$ cat src/rtl/xbus_pkg.sv
package xbus_pkg;

  // Sequencer phases for one external access
  typedef enum logic [1:0] {
    ST_IDLE   = 2'd0,
    ST_ADDR   = 2'd1,
    ST_STROBE = 2'd2,
    ST_DONE   = 2'd3
  } xbus_state_e;

  // Control register fields, packed so that bit 0 is the ALE idle select
  typedef struct packed {
    logic       stk_ext;
    logic [1:0] ws;
    logic       ext_all;
    logic       ale_low_idle;
  } xbus_cfg_t;

  localparam int XBUS_CFG_W = $bits(xbus_cfg_t);

endpackage

$ cat src/rtl/xbus_cfg_reg.sv
module xbus_cfg_reg
  import xbus_pkg::*;
#(
  parameter int          DATA_W   = 8,
  parameter logic [7:0]  REG_ADDR = 8'h8E
) (
  input  logic              clk,
  input  logic              rst,
  input  logic              we_i,
  input  logic [7:0]        addr_i,
  input  logic [DATA_W-1:0] wdata_i,
  output xbus_cfg_t         cfg_o,
  output logic [DATA_W-1:0] rdata_o
);

  localparam int PAD_W = DATA_W - XBUS_CFG_W;

  xbus_cfg_t cfg_q;
  logic      hit;
  logic      unused_wdata_hi;

  assign hit             = we_i && (addr_i == REG_ADDR);
  assign unused_wdata_hi = ^wdata_i[DATA_W-1:XBUS_CFG_W];

  always_ff @(posedge clk) begin
    if (rst) begin
      cfg_q <= '0;
    end else if (hit) begin
      cfg_q <= xbus_cfg_t'(wdata_i[XBUS_CFG_W-1:0]);
    end
  end

  assign cfg_o   = cfg_q;
  assign rdata_o = {{PAD_W{1'b0}}, cfg_q};

  // a write to the register address lands in the next cycle
  a_r1_write_lands: assert property (@(posedge clk) disable iff (rst)
    (we_i && addr_i == REG_ADDR) |=> (cfg_q == $past(wdata_i[XBUS_CFG_W-1:0])));

  // a write elsewhere leaves the register unchanged
  a_r1_other_addr_ignored: assert property (@(posedge clk) disable iff (rst)
    (!we_i || addr_i != REG_ADDR) |=> $stable(cfg_q));

endmodule

$ cat src/rtl/xbus_req_hold.sv
module xbus_req_hold #(
  parameter int ADDR_W = 16,
  parameter int DATA_W = 8
) (
  input  logic              clk,
  input  logic              rst,
  input  logic              in_valid_i,
  input  logic              in_we_i,
  input  logic              in_paged_i,
  input  logic [ADDR_W-1:0] in_addr_i,
  input  logic [DATA_W-1:0] in_wdata_i,
  input  logic              idle_i,
  output logic              out_valid_o,
  output logic              out_we_o,
  output logic              out_paged_o,
  output logic [ADDR_W-1:0] out_addr_o,
  output logic [DATA_W-1:0] out_wdata_o
);

  logic              pend_v;
  logic              pend_we;
  logic              pend_paged;
  logic [ADDR_W-1:0] pend_addr;
  logic [DATA_W-1:0] pend_wdata;
  logic              take;
  logic              bypass;

  assign out_valid_o = pend_v || in_valid_i;
  assign out_we_o    = pend_v ? pend_we    : in_we_i;
  assign out_paged_o = pend_v ? pend_paged : in_paged_i;
  assign out_addr_o  = pend_v ? pend_addr  : in_addr_i;
  assign out_wdata_o = pend_v ? pend_wdata : in_wdata_i;

  // take: sequencer consumes the presented request this cycle
  assign take   = idle_i && out_valid_o;
  // bypass: the new input request is the one being consumed directly
  assign bypass = take && !pend_v;

  always_ff @(posedge clk) begin
    if (rst) begin
      pend_v     <= 1'b0;
      pend_we    <= 1'b0;
      pend_paged <= 1'b0;
      pend_addr  <= '0;
      pend_wdata <= '0;
    end else begin
      if (take && pend_v) begin
        pend_v <= 1'b0;
      end
      if (in_valid_i && !bypass) begin
        pend_v     <= 1'b1;
        pend_we    <= in_we_i;
        pend_paged <= in_paged_i;
        pend_addr  <= in_addr_i;
        pend_wdata <= in_wdata_i;
      end
    end
  end

  // a kept request is not lost while the sequencer is busy
  a_r11_pending_kept: assert property (@(posedge clk) disable iff (rst)
    (pend_v && !idle_i) |=> pend_v);

endmodule

$ cat src/rtl/xbus_router.sv
module xbus_router #(
  parameter int                ADDR_W   = 16,
  parameter int                DATA_W   = 8,
  parameter logic [ADDR_W-1:0] INT_LAST = 16'h0FFF
) (
  input  logic                     paged_i,
  input  logic [ADDR_W-1:0]        addr_i,
  input  logic [ADDR_W-DATA_W-1:0] page_i,
  input  logic                     ext_all_i,
  output logic [ADDR_W-1:0]        eff_addr_o,
  output logic                     is_ext_o
);

  localparam int HI_W = ADDR_W - DATA_W;

  logic [HI_W-1:0] hi_sel;
  logic            unused_addr_hi;

  assign hi_sel         = paged_i ? page_i : addr_i[ADDR_W-1:DATA_W];
  assign eff_addr_o     = {hi_sel, addr_i[DATA_W-1:0]};
  assign is_ext_o       = ext_all_i || (eff_addr_o > INT_LAST);
  assign unused_addr_hi = 1'b0;

  // the all-external bit always routes outward
  always_comb begin
    if (ext_all_i) begin
      a_r7_all_external: assert (is_ext_o);
    end
  end

endmodule

$ cat src/rtl/xbus_seq.sv
module xbus_seq
  import xbus_pkg::*;
#(
  parameter int ADDR_W = 16,
  parameter int DATA_W = 8,
  parameter int WS_W   = 2
) (
  input  logic                     clk,
  input  logic                     rst,
  input  logic                     go_i,
  input  logic                     is_ext_i,
  input  logic                     we_i,
  input  logic                     paged_i,
  input  logic [ADDR_W-1:0]        eff_addr_i,
  input  logic [DATA_W-1:0]        wdata_i,
  input  logic [ADDR_W-DATA_W-1:0] page_i,
  input  logic [WS_W-1:0]          ws_i,
  input  logic                     ale_low_idle_i,
  input  logic [DATA_W-1:0]        ad_i,
  output logic                     idle_o,
  output logic                     ale_o,
  output logic                     rd_n_o,
  output logic                     wr_n_o,
  output logic [DATA_W-1:0]        ad_o,
  output logic                     ad_oe_o,
  output logic [ADDR_W-DATA_W-1:0] hi_addr_o,
  output logic [DATA_W-1:0]        rdata_o,
  output logic                     done_o,
  output logic                     int_req_o,
  output logic                     int_we_o,
  output logic [ADDR_W-1:0]        int_addr_o
);

  localparam int HI_W  = ADDR_W - DATA_W;
  localparam int LEN_W = WS_W + 1;

  xbus_state_e       state;
  logic [WS_W-1:0]   cnt;
  logic [WS_W-1:0]   lat_ws;
  logic              lat_we;
  logic              lat_paged;
  logic [DATA_W-1:0] lat_wdata;

  assign idle_o = (state == ST_IDLE);

  always_ff @(posedge clk) begin
    if (rst) begin
      state      <= ST_IDLE;
      cnt        <= '0;
      lat_ws     <= '0;
      lat_we     <= 1'b0;
      lat_paged  <= 1'b0;
      lat_wdata  <= '0;
      ale_o      <= 1'b1;
      rd_n_o     <= 1'b1;
      wr_n_o     <= 1'b1;
      ad_o       <= '0;
      ad_oe_o    <= 1'b0;
      hi_addr_o  <= '0;
      rdata_o    <= '0;
      done_o     <= 1'b0;
      int_req_o  <= 1'b0;
      int_we_o   <= 1'b0;
      int_addr_o <= '0;
    end else begin
      done_o    <= 1'b0;
      int_req_o <= 1'b0;
      if (state != ST_IDLE && lat_paged) begin
        hi_addr_o <= page_i;
      end
      case (state)
        ST_IDLE: begin
          ale_o     <= ~ale_low_idle_i;
          ad_oe_o   <= 1'b0;
          hi_addr_o <= page_i;
          if (go_i) begin
            if (is_ext_i) begin
              state     <= ST_ADDR;
              ale_o     <= 1'b1;
              ad_o      <= eff_addr_i[DATA_W-1:0];
              ad_oe_o   <= 1'b1;
              hi_addr_o <= eff_addr_i[ADDR_W-1:DATA_W];
              lat_ws    <= ws_i;
              lat_we    <= we_i;
              lat_paged <= paged_i;
              lat_wdata <= wdata_i;
            end else begin
              int_req_o  <= 1'b1;
              int_we_o   <= we_i;
              int_addr_o <= eff_addr_i;
              done_o     <= 1'b1;
            end
          end
        end
        ST_ADDR: begin
          state <= ST_STROBE;
          ale_o <= 1'b0;
          cnt   <= '0;
          if (lat_we) begin
            wr_n_o  <= 1'b0;
            ad_o    <= lat_wdata;
            ad_oe_o <= 1'b1;
          end else begin
            rd_n_o  <= 1'b0;
            ad_oe_o <= 1'b0;
          end
        end
        ST_STROBE: begin
          if (cnt == lat_ws) begin
            state  <= ST_DONE;
            rd_n_o <= 1'b1;
            wr_n_o <= 1'b1;
            done_o <= 1'b1;
            if (!lat_we) begin
              rdata_o <= ad_i;
            end
          end else begin
            cnt <= cnt + 1'b1;
          end
        end
        ST_DONE: begin
          state   <= ST_IDLE;
          ad_oe_o <= 1'b0;
          ale_o   <= ~ale_low_idle_i;
        end
        default: state <= ST_IDLE;
      endcase
    end
  end

  // Strobe-length counter used only by the width check below
  logic             strobe_on;
  logic [LEN_W-1:0] strobe_len;

  assign strobe_on = !rd_n_o || !wr_n_o;

  always_ff @(posedge clk) begin
    if (rst) begin
      strobe_len <= '0;
    end else if (strobe_on) begin
      strobe_len <= strobe_len + 1'b1;
    end else begin
      strobe_len <= '0;
    end
  end

  // read and write strobes are exclusive
  a_r10_rd_wr_excl: assert property (@(posedge clk) disable iff (rst)
    !(!rd_n_o && !wr_n_o));

  // no strobe while the address latch strobe is high
  a_r10_no_strobe_with_ale: assert property (@(posedge clk) disable iff (rst)
    strobe_on |-> !ale_o);

  // strobe length equals wait states plus one
  a_r3_strobe_width: assert property (@(posedge clk) disable iff (rst)
    $fell(strobe_on) |-> (strobe_len == LEN_W'(lat_ws) + LEN_W'(1)));

  // the shared port is released for the whole read strobe
  a_r4_read_released: assert property (@(posedge clk) disable iff (rst)
    !rd_n_o |-> !ad_oe_o);

  // write data stays put while the write strobe is low
  a_r5_wdata_steady: assert property (@(posedge clk) disable iff (rst)
    (!wr_n_o && $past(!wr_n_o)) |-> $stable(ad_o));

  // write data held and driven one cycle past the strobe
  a_r5_wdata_after: assert property (@(posedge clk) disable iff (rst)
    $rose(wr_n_o) |-> ($stable(ad_o) && ad_oe_o));

  // completion pulse follows a finished strobe
  a_r4_done_after_strobe: assert property (@(posedge clk) disable iff (rst)
    $fell(strobe_on) |-> done_o);

endmodule

$ cat src/rtl/xbus_ctrl.sv
module xbus_ctrl
  import xbus_pkg::*;
#(
  parameter int                ADDR_W   = 16,
  parameter int                DATA_W   = 8,
  parameter int                WS_W     = 2,
  parameter logic [7:0]        REG_ADDR = 8'h8E,
  parameter logic [ADDR_W-1:0] INT_LAST = 16'h0FFF
) (
  input  logic                     clk,
  input  logic                     rst,
  input  logic                     cfg_we_i,
  input  logic [7:0]               cfg_addr_i,
  input  logic [DATA_W-1:0]        cfg_wdata_i,
  output logic [DATA_W-1:0]        cfg_rdata_o,
  output logic                     stk_ext_o,
  input  logic                     req_valid_i,
  input  logic                     req_we_i,
  input  logic [ADDR_W-1:0]        req_addr_i,
  input  logic [DATA_W-1:0]        req_wdata_i,
  input  logic                     req_paged_i,
  input  logic [ADDR_W-DATA_W-1:0] page_i,
  output logic [DATA_W-1:0]        rdata_o,
  output logic                     done_o,
  output logic                     int_req_o,
  output logic                     int_we_o,
  output logic [ADDR_W-1:0]        int_addr_o,
  output logic                     ale_o,
  output logic                     rd_n_o,
  output logic                     wr_n_o,
  output logic [DATA_W-1:0]        ad_o,
  output logic                     ad_oe_o,
  input  logic [DATA_W-1:0]        ad_i,
  output logic [ADDR_W-DATA_W-1:0] hi_addr_o
);

  xbus_cfg_t         cfg;
  logic              hq_valid;
  logic              hq_we;
  logic              hq_paged;
  logic [ADDR_W-1:0] hq_addr;
  logic [DATA_W-1:0] hq_wdata;
  logic [ADDR_W-1:0] eff_addr;
  logic              is_ext;
  logic              seq_idle;

  assign stk_ext_o = cfg.stk_ext;

  xbus_cfg_reg #(
    .DATA_W   (DATA_W),
    .REG_ADDR (REG_ADDR)
  ) u_cfg (
    .clk     (clk),
    .rst     (rst),
    .we_i    (cfg_we_i),
    .addr_i  (cfg_addr_i),
    .wdata_i (cfg_wdata_i),
    .cfg_o   (cfg),
    .rdata_o (cfg_rdata_o)
  );

  xbus_req_hold #(
    .ADDR_W (ADDR_W),
    .DATA_W (DATA_W)
  ) u_hold (
    .clk         (clk),
    .rst         (rst),
    .in_valid_i  (req_valid_i),
    .in_we_i     (req_we_i),
    .in_paged_i  (req_paged_i),
    .in_addr_i   (req_addr_i),
    .in_wdata_i  (req_wdata_i),
    .idle_i      (seq_idle),
    .out_valid_o (hq_valid),
    .out_we_o    (hq_we),
    .out_paged_o (hq_paged),
    .out_addr_o  (hq_addr),
    .out_wdata_o (hq_wdata)
  );

  xbus_router #(
    .ADDR_W   (ADDR_W),
    .DATA_W   (DATA_W),
    .INT_LAST (INT_LAST)
  ) u_route (
    .paged_i    (hq_paged),
    .addr_i     (hq_addr),
    .page_i     (page_i),
    .ext_all_i  (cfg.ext_all),
    .eff_addr_o (eff_addr),
    .is_ext_o   (is_ext)
  );

  xbus_seq #(
    .ADDR_W (ADDR_W),
    .DATA_W (DATA_W),
    .WS_W   (WS_W)
  ) u_seq (
    .clk            (clk),
    .rst            (rst),
    .go_i           (hq_valid),
    .is_ext_i       (is_ext),
    .we_i           (hq_we),
    .paged_i        (hq_paged),
    .eff_addr_i     (eff_addr),
    .wdata_i        (hq_wdata),
    .page_i         (page_i),
    .ws_i           (cfg.ws),
    .ale_low_idle_i (cfg.ale_low_idle),
    .ad_i           (ad_i),
    .idle_o         (seq_idle),
    .ale_o          (ale_o),
    .rd_n_o         (rd_n_o),
    .wr_n_o         (wr_n_o),
    .ad_o           (ad_o),
    .ad_oe_o        (ad_oe_o),
    .hi_addr_o      (hi_addr_o),
    .rdata_o        (rdata_o),
    .done_o         (done_o),
    .int_req_o      (int_req_o),
    .int_we_o       (int_we_o),
    .int_addr_o     (int_addr_o)
  );

  // an internal access never disturbs the external bus
  a_r6_internal_quiet: assert property (@(posedge clk) disable iff (rst)
    int_req_o |-> (!ad_oe_o && rd_n_o && wr_n_o));

  // the latch strobe is low while a strobe or completion is active
  a_r8_ale_low_in_access: assert property (@(posedge clk) disable iff (rst)
    (!rd_n_o || !wr_n_o || (done_o && !int_req_o)) |-> !ale_o);

endmodule

$ cat config.mk
export PLATFORM = sky130hd
export DESIGN_NAME = xbus_ctrl
export DESIGN_NICKNAME = d
export VERILOG_FILES = /design/src/rtl/xbus_pkg.sv /design/src/rtl/xbus_cfg_reg.sv /design/src/rtl/xbus_req_hold.sv /design/src/rtl/xbus_router.sv /design/src/rtl/xbus_seq.sv /design/src/rtl/xbus_ctrl.sv
export SDC_FILE = /design/constraint.sdc
export NUM_CORES = 1
export LEC_CHECK = 0
export BUFFER_PORTS_ARGS = -buffer_cell sky130_fd_sc_hd__buf_4
export CORE_UTILIZATION = 35
export DETAILED_ROUTE_END_ITERATION = 12
export SKIP_LAST_GASP = 1
export SYNTH_ARGS = -nofsm -noshare
export SYNTH_HDL_FRONTEND = slang
export SYNTH_SLANG_ARGS = --single-unit
$ cat constraint.sdc
create_clock -name clk -period 2.3 [get_ports clk]
set_input_delay 0.115 -clock clk [delete_from_list [all_inputs] [get_ports clk]]
set_output_delay 0.115 -clock clk [all_outputs]
set_load 0.05 [all_outputs]
==> results.cfg <==
[detailed_routing]
wirelength_mm = 11.1
drt_pre_antenna_iters = 5
drtAntennaViolNets = 0
vias = 3813
remaining_drc_errors = 0
vias_per_cell = 4.93
routedWlPerCell_um = 14.3
drt_iter0_drc = 167

[synthesis]
synth-async-reset-ratio = 0
ys.flop_type = dfxtp_1
netlist_area_um2 = 4360
yosysUniqueCellTypes = 46
avgSynthCellArea_um2 = 8.82
ys_seq_area_frac = 0.436
synth_edf_count = 0
ys_ff_latch = 95
synth_warnings = 0
synthCells = 495

[clock_network]
post_cts_buffers = 0
clock-sinks = 95
clk_pin_slew_ns = 0.07
cts_hold_buf = 0
root_buffer = clkbuf_16
clock_latency_ns = 0.34
cts-buffers-inserted = 9
cts-resized-gates = 0
cts_tree = yes
htreeDepth = 3
clockBufferDepth = 2

[cells_and_area]
fin_area_um2 = 5720
multiInputGateArea_um2 = 2250
fill_cells = 1195
fin_nets = 668
regArea_um2 = 1900
diodes = 0
area_delta_synth_final_pct = 31.1
layout-drive-gt1-share = 0.284

[sta]
maxSlewHeadroom = 0.367
setup_ws_ns = 0.104
drv_slew = 0
clock.fmax_mhz = 455
rsz0062_at_grt = false
final.setup_skew_ns = 0.00405
finalHoldViolCount = 0
tightest_slew_ns = 0.950
fin_crit_ns = 2.20
post-route-period-util = 0.955
tns_ns = 0
hold_slack_ns = 0.0112
setup_violations = 0

[critical_path]
cp-end-kind = flop
reg2reg_slack_ns = 0.10
r2r-end = u_seq.lat_wdata[0]$_SDFFE_PP0P_
crit_path_cell_trace = mux2_4, o22a_4, buf_4, o41a_1, buf_4, a21oi_1, a211oi_1
worst-setup-path-type = reg -> reg
startpoint_type = flop
rr_worst_depth = 7
startpoint = u_hold.pend_paged$_SDFFE_PP0P_
cp-endpoint = u_seq.lat_wdata[0]$_SDFFE_PP0P_
crit_path_max_fanout = 8
cp_slowest_cell = o41a_1
crit_top_cell = buf_4
crit_arrival_ns = 2.40
cp.required_ns = 2.50
max_stage_delay_ns = 0.53
r2r_start = u_hold.pend_paged$_SDFFE_PP0P_

[grt]
grt_remaining_overflow = 0
grtUsageTotal = 0.173
grt_max_degree = 68
grt_pass1_vias = 3559
grt_pass1_wl_mm = 17.6
antenna_found_initial = 0

[floorplan]
io_pins = 118
die_h_um = 114
dieArea_um2 = 12900
die_w_um = 114
start_util = 0.362
core.rowCount = 40
core_um2 = 12100

[placed_design]
dp_hpwl_mm = 8.20
dp_slack_ns = 0.0459
gp_congestion = 0.805
placed_cell_area_um2 = 5420
io_buffers = 111

[pwr]
cellLeakagePower_nw = 2.32
ir_drop_mv = 0.464
powerDensity_nw_per_um2 = 1180

[outcome]
status = finished, final reports clean

[run]
max_cap_violations = 0

[min_path]
hp-class = in -> reg
[logic make-up after synthesis]
kind of cell             count (synthesis)  share of synthesized area
flip-flops                              95                      0.436
AO/OA/AOI/OAI                          118                      0.174
AND/OR/NAND/NOR                        164                      0.176
buffers and inverters                   49                     0.0536
adder cells (fa/ha/maj)                  5                     0.0143
multiplexers                            61                      0.142
other                                    1                   0.000859
XOR/XNOR                                 2                    0.00401
[cell usage after synthesis, drive strengths merged, types with 2 or more instances]
cell type | count | area [um2]
ha | 5 | 62.6
buf | 16 | 110
a31oi | 10 | 62.6
dfxtp | 95 | 1900
mux2i | 58 | 581
a211oi | 19 | 143
o22ai | 2 | 12.5
nor2 | 37 | 139
nand2 | 69 | 259
nor3 | 3 | 20.0
o31ai | 4 | 30.0
o221a | 4 | 45.0
inv | 3 | 11.3
nand3 | 10 | 50.1
or2 | 3 | 18.8
o21ai | 19 | 95.1
nand4 | 4 | 25.0
xor2 | 2 | 17.5
nor3b | 5 | 37.5
clkbuf | 29 | 109
a21oi | 52 | 260
o211ai | 2 | 28.8
mux2 | 3 | 37.5
nand2b | 23 | 144
nor2b | 4 | 25.0
[worst min path at each step]
stage / startpoint / to / slack (ns) / cells past startpoint
finish: cfg_wdata_i[4] / u_cfg.cfg_o[4]$_SDFFE_PP0P_ / 0.01 / 3
global route: cfg_wdata_i[3] / u_cfg.cfg_o[3]$_SDFFE_PP0P_ / 0.01 / 3
CTS: cfg_wdata_i[4] / u_cfg.cfg_o[4]$_SDFFE_PP0P_ / 0.002 / 3
detailed placement: cfg_wdata_i[4] / u_cfg.cfg_o[4]$_SDFFE_PP0P_ / 0.36 / 3
global placement: cfg_wdata_i[0] / u_cfg.cfg_o[0]$_SDFFE_PP0P_ / 0.36 / 3
floorplan: req_addr_i[0] / u_hold.pend_addr[0]$_SDFFE_PP0P_ / 0.25 / 2
[sequential cells by signal, indices dropped and copies added, names as in the netlist]
name and count:
u_seq.ad_o 8, u_seq.rdata_o 8, u_hold.pend_v 1, u_seq.hi_addr_o 8, u_seq.int_addr_o 16, u_hold.pend_we 1
u_hold.pend_paged 1, u_seq.state 2, u_seq.done_o 1, u_seq.lat_we 1, u_seq.lat_wdata 8, u_cfg.cfg_o 5
u_seq.cnt 2, u_seq.int_req_o 1, u_seq.ad_oe_o 1, u_seq.int_we_o 1, u_seq.ale_o 1, u_hold.pend_wdata 8
u_hold.pend_addr 16, u_seq.lat_ws 2, u_seq.lat_paged 1, u_seq.wr_n_o 1, u_seq.rd_n_o 1
[cell type report]
| cell class | instances | area share |
|---|---|---|
| clock buffer | 9 | 0.0394 |
| clock inverter | 7 | 0.0127 |
| inverter | 4 | 0.00262 |
| multi-input combinational | 353 | 0.393 |
| sequential | 95 | 0.332 |
| tap | 168 | 0.0367 |
| timing repair buffer | 138 | 0.183 |
[layer usage]
layer	vias to the layer above	wire, um	GRT usage	share of wire
met2	84	5040	0.264	0.46
met3	15	485	0.0356	0.044
met4	0	184	0.0737	0.017
met5	-	0	0	0
li1	1937	-	-	-
met1	1777	5350	0.238	0.48
[worst max-delay path, delay by kind of cell (launching register included)]
family | cells | cell delay [ns]
flops | 1 | 0.35
compound gates | 4 | 1.01
mux | 1 | 0.32
buf+inv | 2 | 0.37
[cells in the final DEF, fill, tap and decap left out, types with 5 or more instances in the layout]
cell type,synthesis,final
buf_4,6,137
ha_1,5,5
a211oi_1,19,19
clkbuf_16,0,9
nand2_1,69,69
nor2_1,37,36
dfxtp_1,95,95
nand2b_1,23,23
a31oi_1,10,10
nand3_1,10,10
nor3b_1,5,5
o21ai_0,18,18
a21oi_1,52,52
mux2i_1,58,58
[per-stage QoR]
step / util / power (mW) / cells
2_1_floorplan: - / 4.36 / 497
3_3_place_gp: 0.449 / 5.23 / 758
3_5_place_dp: 0.449 / 5.30 / 758
4_1_cts: 0.474 / 6.79 / 774
5_1_grt: 0.474 / 7.15 / 774
6_report: 0.474 / 6.74 / 774
[report_power, final]
group | internal, mW | switching [mW]
Combinational | 1.13 | 1.92
Clock | 0.844 | 0.631
Sequential | 2.00 | 0.218
Total | 3.97 | 2.77
Note: power is estimated with default switching activity, not from simulation.
